`src/rtl/sram_pkg.sv`:
```
package sram_pkg;
  localparam int LANES  = 8;
  localparam int LANE_W = 9;
  localparam int WORD_W = LANES * LANE_W;
  localparam int BANKS  = 2;

  // one-hot bank select, all-zero means deselected
  typedef logic [BANKS-1:0] bank_t;

  function automatic bank_t pick_bank(input logic e1_n, input logic e2_n);
    bank_t b;
    b = '0;
    if (!e1_n)      b[0] = 1'b1;
    else if (!e2_n) b[1] = 1'b1;
    return b;
  endfunction
endpackage

```
`src/rtl/burst_addr_ctrl.sv`:
```
module burst_addr_ctrl
  import sram_pkg::*;
#(
  parameter int AW = 4
) (
  input  logic          clk,
  input  logic          rst,
  input  logic [AW-1:0] addr,
  input  logic          adsc_n,
  input  logic          adsp_n,
  input  logic          adv_n,
  input  logic          en1_n,
  input  logic          en2_n,
  output logic [AW-1:0] nxt_addr,
  output bank_t         nxt_bank,
  output logic          wr_ok,
  output logic [AW-1:0] acc_addr,
  output bank_t         acc_bank
);
  logic load;

  always_comb begin
    load     = !adsp_n || !adsc_n;
    wr_ok    = adsp_n;
    nxt_addr = acc_addr;
    nxt_bank = acc_bank;
    if (load) begin
      nxt_addr = addr;
      nxt_bank = pick_bank(en1_n, en2_n);
    end else if (!adv_n) begin
      nxt_addr = {acc_addr[AW-1:2], acc_addr[1:0] + 2'd1};
    end
  end

  always_ff @(posedge clk) begin
    if (rst) begin
      acc_addr <= '0;
      acc_bank <= '0;
    end else begin
      acc_addr <= nxt_addr;
      acc_bank <= nxt_bank;
    end
  end
endmodule

```
`src/rtl/write_decode.sv`:
```
module write_decode
  import sram_pkg::*;
(
  input  logic                        gw_n,
  input  logic                        bwe_n,
  input  logic [LANES-1:0]            bw_n,
  input  logic                        wr_ok,
  input  bank_t                       bank,
  output logic [BANKS-1:0][LANES-1:0] lane_we
);
  logic [LANES-1:0] mask;

  always_comb begin
    if (!gw_n)       mask = '1;
    else if (!bwe_n) mask = ~bw_n;
    else             mask = '0;
  end

  for (genvar b = 0; b < BANKS; b++) begin : g_bank
    assign lane_we[b] = (wr_ok && bank[b]) ? mask : '0;
  end
endmodule

```
`src/rtl/bank_array.sv`:
```
module bank_array
  import sram_pkg::*;
#(
  parameter int DEPTH = 16,
  localparam int AW   = $clog2(DEPTH)
) (
  input  logic              clk,
  input  logic [LANES-1:0]  we,
  input  logic [AW-1:0]     waddr,
  input  logic [WORD_W-1:0] wdata,
  input  logic [AW-1:0]     raddr,
  output logic [WORD_W-1:0] rdata
);
  for (genvar l = 0; l < LANES; l++) begin : g_lane
    logic [LANE_W-1:0] mem [DEPTH];

    always_ff @(posedge clk) begin
      if (we[l]) mem[waddr] <= wdata[l*LANE_W +: LANE_W];
    end

    assign rdata[l*LANE_W +: LANE_W] = mem[raddr];
  end
endmodule

```
`src/rtl/sync_burst_sram.sv`:
```
module sync_burst_sram
  import sram_pkg::*;
#(
  parameter int DEPTH = 16,
  localparam int AW   = $clog2(DEPTH)
) (
  input  logic              clk,
  input  logic              rst,
  input  logic [AW-1:0]     addr,
  input  logic              adsc_n,
  input  logic              adsp_n,
  input  logic              adv_n,
  input  logic              en1_n,
  input  logic              en2_n,
  input  logic              gw_n,
  input  logic              bwe_n,
  input  logic [LANES-1:0]  bw_n,
  input  logic              oe_n,
  input  logic [WORD_W-1:0] dq_in,
  output logic [WORD_W-1:0] dq_out,
  output logic              dq_oe
);
  logic [AW-1:0]              nxt_addr;
  logic [AW-1:0]              acc_addr;
  bank_t                      nxt_bank;
  bank_t                      acc_bank;
  logic                       wr_ok;
  logic [BANKS-1:0][LANES-1:0] lane_we;
  logic [WORD_W-1:0]          rd_word [BANKS];
  logic                       wr_q;

  burst_addr_ctrl #(.AW(AW)) u_ctrl (
    .clk(clk), .rst(rst), .addr(addr),
    .adsc_n(adsc_n), .adsp_n(adsp_n), .adv_n(adv_n),
    .en1_n(en1_n), .en2_n(en2_n),
    .nxt_addr(nxt_addr), .nxt_bank(nxt_bank), .wr_ok(wr_ok),
    .acc_addr(acc_addr), .acc_bank(acc_bank)
  );

  write_decode u_dec (
    .gw_n(gw_n), .bwe_n(bwe_n), .bw_n(bw_n),
    .wr_ok(wr_ok), .bank(nxt_bank), .lane_we(lane_we)
  );

  for (genvar b = 0; b < BANKS; b++) begin : g_bank
    bank_array #(.DEPTH(DEPTH)) u_arr (
      .clk(clk), .we(lane_we[b]), .waddr(nxt_addr), .wdata(dq_in),
      .raddr(acc_addr), .rdata(rd_word[b])
    );
  end

  always_ff @(posedge clk) begin
    if (rst) wr_q <= 1'b0;
    else     wr_q <= |lane_we;
  end

  // flow-through: no register between array and pins
  assign dq_out = acc_bank[1] ? rd_word[1] : rd_word[0];
  assign dq_oe  = !oe_n && (|acc_bank) && !wr_q;
endmodule

```
`config.mk`:
```
export PLATFORM = sky130hd
export DESIGN_NAME = sync_burst_sram
export DESIGN_NICKNAME = d
export VERILOG_FILES = /design/src/rtl/sram_pkg.sv /design/src/rtl/burst_addr_ctrl.sv /design/src/rtl/write_decode.sv /design/src/rtl/bank_array.sv /design/src/rtl/sync_burst_sram.sv
export SDC_FILE = /design/constraint.sdc
export NUM_CORES = 2
export LEC_CHECK = 0
export BUFFER_PORTS_ARGS = -buffer_cell sky130_fd_sc_hd__buf_2
export CORE_MARGIN = 3
export CORE_UTILIZATION = 25
export DETAILED_ROUTE_END_ITERATION = 6
export HOLD_SLACK_MARGIN = 0.06
export PLACE_DENSITY = 0.36
export SYNTH_ARGS = -nofsm -noshare
export SYNTH_HDL_FRONTEND = slang
export SYNTH_SLANG_ARGS = --single-unit
```
`constraint.sdc`:
```
create_clock -name clk -period 3.1 [get_ports clk]
set_input_delay 0.155 -clock clk [delete_from_list [all_inputs] [get_ports clk]]
set_output_delay 0.155 -clock clk [all_outputs]
set_load 0.01 [all_outputs]
```
-- After elaboration in Yosys (flattened, before gate mapping)
Memories as Yosys holds them, arrays and structs flattened. A register that Yosys moved wholly into a read port is not among the register bits.
Index checks and enable logic that the tools add are counted.
- reduce and logical (&&, ||, !) cells: 11
- bitwise gates (word level): 1
- add/subtract/negate cells: 1
- mux-type cells: 59
- operator list (kind ; number):
    $mux W72 ; 1
    $mux W4 ; 17
    $mux W1 ; 35
    $mux W8 ; 4
    $reduce_or A16 Y1 ; 1
    $not A8 Y8 ; 1
    $logic_and A1 B1 Y1 ; 4
    $logic_not A1 Y1 ; 4
    $mux W2 ; 2
    $add A2 B1 Y2 const B ; 1
    $reduce_or A2 Y1 ; 1
    $logic_or A1 B1 Y1 ; 1
- input port bits: 94
- register bits: 7
- bits in writable memories: 2304
- logic and storage cells: 91
- memories: 16
- memories (name ; words ; width ; read ports ; clocked after memory_dff ; write ports ; RTL line ; source):
    g_bank[0].u_arr.g_lane[0].mem ; 16 ; 9 ; 1 ; 1 ; 1 ; bank_array.sv:15 ; logic [LANE_W-1:0] mem [DEPTH];
    g_bank[0].u_arr.g_lane[1].mem ; 16 ; 9 ; 1 ; 1 ; 1 ; bank_array.sv:15 ;
    g_bank[0].u_arr.g_lane[2].mem ; 16 ; 9 ; 1 ; 1 ; 1 ; bank_array.sv:15 ;
    g_bank[0].u_arr.g_lane[3].mem ; 16 ; 9 ; 1 ; 1 ; 1 ; bank_array.sv:15 ;
    g_bank[0].u_arr.g_lane[4].mem ; 16 ; 9 ; 1 ; 1 ; 1 ; bank_array.sv:15 ;
    g_bank[0].u_arr.g_lane[5].mem ; 16 ; 9 ; 1 ; 1 ; 1 ; bank_array.sv:15 ;
    +10 memories ; -- ; -- ; -- ; -- ; -- ; -- ;

-- Logic depth before layout (Yosys ltp)
- word-level depth: 7
- gate-level depth with buffers: 9
- depth with buffers taken out: 4

-- Modules after synthesis
A second synthesis with hierarchy kept.
- cells, all modules: 3969
- area, all modules: 89577.2 um^2
- by module, submodules not included (module ; sequential area each (um^2) ; cells each ; times used ; area each (um^2)):
    bank_array ; 34593.2 ; 1913 ; 2 ; 43933.4
    sync_burst_sram ; 20.0 ; 88 ; 1 ; 1283.7
    burst_addr_ctrl ; 120.1 ; 27 ; 1 ; 282.8
    write_decode ; 0.0 ; 28 ; 1 ; 143.9

-- Least setup slack after synthesis
Ideal clock, no wire load.
- kind: reg2reg
- start: reg u_ctrl.acc_addr[0]
- end: mem g_bank[0].u_arr.g_lane[5].mem[1][0] (enable)
- arrival time: 2.040 ns
- clock period less this slack: 2.414 ns
- stages on the path, launching flop included: 8
- setup slack: 0.686 ns
- setup time: 0.374 ns
- path through: dfxtp_1 > buf_2 > buf_4 > xnor2_1 > mux2_2 > o2111ai_1 > buf_2 > nor2_1
- cells in the longest elaborated chain, start to end: 3
- RTL lines (element ; RTL line ; source):
    from (decl) ; burst_addr_ctrl.sv:17 ; output logic [AW-1:0] acc_addr,
    from (signal assigned) ; burst_addr_ctrl.sv:40 ; acc_addr <= nxt_addr;
    $add A2 B1 Y2 ; burst_addr_ctrl.sv:31 ; nxt_addr = {acc_addr[AW-1:2], acc_addr[1:0] + 2'd1};
    $mux W2 (*) ; burst_addr_ctrl.sv:30 ; end else if (!adv_n) begin
    $mux W4 (*) ; burst_addr_ctrl.sv:27 ; if (load) begin
    to (decl) ; bank_array.sv:15 ;
Mark *: on every way between the ends. The rest lies on a longest branch, timed or not.

==> flow_summary.yaml <==
sta:
  fin_ws_ns: -0.236
  setup_viol_count_final: 71
  relSlewSlack: 0.280
  whs_ns: 0.164
  slew_violations: 0
  rsz0062_at_grt: "true"
  worst_slew_pin_slew_ns: 1.08
  clock_skew_ns: 0.0560
  fin_crit_sh: 1.08
  fmax_ghz: 0.300
  period_minus_slack_ns: 3.34
  hold_viol_final: 0
logic_synthesis:
  post_synth_instance_area_sq_um: 88300
  avgSynthCellArea_sq_um: 21.9
  synth_ff_type: "edfxtp_1"
  synth_nets: 4132
  async_reset_ff_frac: 0
  ys_seq_area_frac: 0.786
  ys_ff_latch: 2311
  synth_cells: 4038
  synthDistinctLibCells: 42
  yosys_warnings: 0
  synth_edf_count: 2304
worst_setup_path:
  critical-path-slowest-cell: "mux4_2"
  path_delay_family: "buffers and inverters"
  end_kind: "output pin"
  path_class: "flop to output pin"
  cpMostUsedCell: "buf_6"
  cp-start-kind: "flop"
  critPathBufInv: 6
  worst_path_largest_cell_delay_ns: 0.58
  critPathRequiredTime_ns: 2.94
  crit_arrival_ns: 3.18
  worstPathCellList: "buf_12, buf_16, buf_16, buf_6, mux4_2, a211oi_4, buf_6, a211oi_4, buf_6"
  critical_path.max_fanout: 6
floorplan:
  die-area_sq_um: 360000
  start_util: 0.252
  dieHeight_um: 600
  core_sq_um: 351000
  die_x_um: 600
  io_pins: 167
  row_count: 217
global_route:
  track_usage: 0.172
  grt_pass1_wl_um: 429000
  grt_pass1_vias: 49100
  grt_remaining_overflow: 0
  grt_max_degree: 39
  antenna_found_initial: 20
routing:
  finalWirelength_um: 316000
  drtIter0Drc: 4046
  wl_per_cell_um: 31.0
  via_per_inst: 4.58
  first_pass_iters: 7
  drc: 0
  postRouteAntennaNets: 0
  vias: 46800
power:
  power_density_nw_per_um2: 610
  p_leak_nw: 37.4
  ir_drop_mv: 0.376
layout:
  fin_cells: 10200
  multi_input_area_sq_um: 21600
  regArea_sq_um: 69300
  final.fill_count: 33100
  post-route-util: 0.337
  syn2layout_area_growth_pct: 33.7
  layout-drive-gt1-share: 0.443
  nets: 5385
clock_network:
  cts_sinks: 2311
  worstSkewPairLatency_ns: 0.89
  numCtsBuffers: 278
  cts-root-buf: "clkbuf_16"
  cts_buffer_depth: 4
  cts_tree: "built"
  h-tree-depth: 5
  clk_pin_slew_ns: 0.06
outcome:
  status: "complete, but fails checks"
  violations: "setup timing"
placed_design:
  numPortBuffers: 166
  gp_congestion: 0.739
  post-dp-hpwl_um: 193000
  place_ws_ns: -0.210
  post-place-cells: 9283
hold_path:
  worstHoldPathType: "input pin to flop"
run:
  max_cap_viol_count: 0
==> cell usage after synthesis, drive strengths merged (5+ instances only) <==
| library cell | instances | share of area |
|---|---|---|
| nand2 | 46 | 0.0020 |
| edfxtp | 2304 | 0.78 |
| buf | 145 | 0.0094 |
| o21ai | 26 | 0.0015 |
| nor2b | 61 | 0.0043 |
| dfxtp | 7 | 0.0016 |
| mux2i | 103 | 0.012 |
| nor2 | 266 | 0.011 |
| a211oi | 78 | 0.0066 |
| mux4 | 525 | 0.13 |
| mux2 | 15 | 0.0019 |
| clkbuf | 99 | 0.0042 |
| o2111ai | 16 | 0.0016 |
| nor4 | 49 | 0.0035 |
| nand4 | 17 | 0.0012 |
| nand3 | 16 | 0.00091 |
| a221oi | 14 | 0.0014 |
| nand2b | 5 | 0.00035 |
| o22ai | 165 | 0.012 |
| a22oi | 51 | 0.0043 |
==> through the flow <==
stage | setup TNS (ns) | cell area (sq um) | power (mW)
floorplan | 0 | 88300 | 37.3
global placement | -0.757 | 99600 | 40.2
detailed placement | -0.624 | 99600 | 40.2
CTS | -18.86 | 116000 | 72.6
global route | -15.17 | 118000 | 74.5
finish | -8.21 | 118000 | 71.9
==> per-layer routing <==
metal	part of all wire	routed length [um]	vias to the layer above	track usage
li1	-	-	19600	-
met1	0.44	141000	25700	0.237
met5	0	0	-	0
met2	0.49	155000	1077	0.287
met3	0.040	12500	366	0.0228
met4	0.026	8380	0	0.0456
==> final cells by class <==
| type | count | share of cell area |
|---|---|---|
| Clock inverter | 130 | 0.00778 |
| Antenna cell | 11 | 0.000233 |
| Timing Repair Buffer | 1217 | 0.109 |
| Clock buffer | 348 | 0.0625 |
| Sequential cell | 2311 | 0.588 |
| Multi-Input combinational cell | 1482 | 0.183 |
| Inverter | 1 | 0.0000318 |
| Tap cell | 4708 | 0.0499 |
==> report_power, final <==
part	switching, mW	leakage [nW]	internal [mW]	total (mW)
Clock	12.9	4.06	17.5	30.5
Sequential	0.0374	20.8	34.5	34.6
Combinational	3.81	12.6	3.08	6.89
==> logic make-up after synthesis <==
| family | after synthesis | synth area share |
|---|---|---|
| xor+xnor | 3 | 0.000298 |
| simple gates | 478 | 0.0250 |
| flops | 2311 | 0.786 |
| compound gates | 358 | 0.0278 |
| mux | 643 | 0.148 |
| buf+inv | 245 | 0.0136 |
==> state kept, by name (all words and copies together) (netlist names) <==
signal / cells
u_ctrl.acc_addr: 4
g_bank.u_arr.g_lane.mem: 2304
u_ctrl.acc_bank: 2
wr_q: 1
==> worst register-to-register path: cells and delay by family, from the launching register on <==
| family | cells | cell delay, ns |
|---|---|---|
| DFF | 1 | 0.35 |
| muxes | 1 | 0.37 |
| buffers and inverters | 5 | 1.05 |
| xor gates and xnor gates | 1 | 0.30 |
| and+or+nand+nor | 1 | 0.34 |
| AOI/OAI and AO/OA | 1 | 0.32 |
==> worst paths after layout <==
kind | startpoint | end | slack, ns | cells past startpoint
min reg2reg | u_ctrl.acc_bank[0]$_SDFF_PP0_ | u_ctrl.acc_bank[0]$_SDFF_PP0_ | 1.18 | 3
max reg2reg | u_ctrl.acc_addr[0]$_SDFF_PP0_ | g_bank[1].u_arr.g_lane[5].mem[13][4]$_DFFE_PP_ | 0.07 | 9
max | u_ctrl.acc_addr[0]$_SDFF_PP0_ | dq_out[41] | -0.24 | 9
min | adsc_n | g_bank[1].u_arr.g_lane[1].mem[2][5]$_DFFE_PP_ | 0.16 | 5
==> repair_timing <==
| action | CTS | global route |
|---|---|---|
| gates cloned | 47 | 13 |
| resized for setup | 655 | 267 |
| endpoints found under the hold margin | 2311 | 0 |
| hold buffers | 90 | 0 |
| pin swaps | 133 | 129 |
| buffers inserted | 205 | 142 |
| endpoints found under the setup margin | 72 | 96 |
==> layout by cell type, fill, tap and decap left out, types with 31 or more instances in the layout <==
cell / n
edfxtp_1: 2304
buf_4: 647
mux4_2: 525
clkbuf_16: 298
nor2_1: 259
buf_2: 147
buf_12: 131
buf_6: 96
mux2i_1: 95
dlygate4sd3_1: 90
o22ai_4: 79
clkbuf_1: 63
o22ai_2: 62
buf_16: 62
clkinv_1: 55
a211oi_4: 47
clkinv_2: 43
nor4_4: 42
a22oi_1: 31
(Power assumes the default switching activity.)
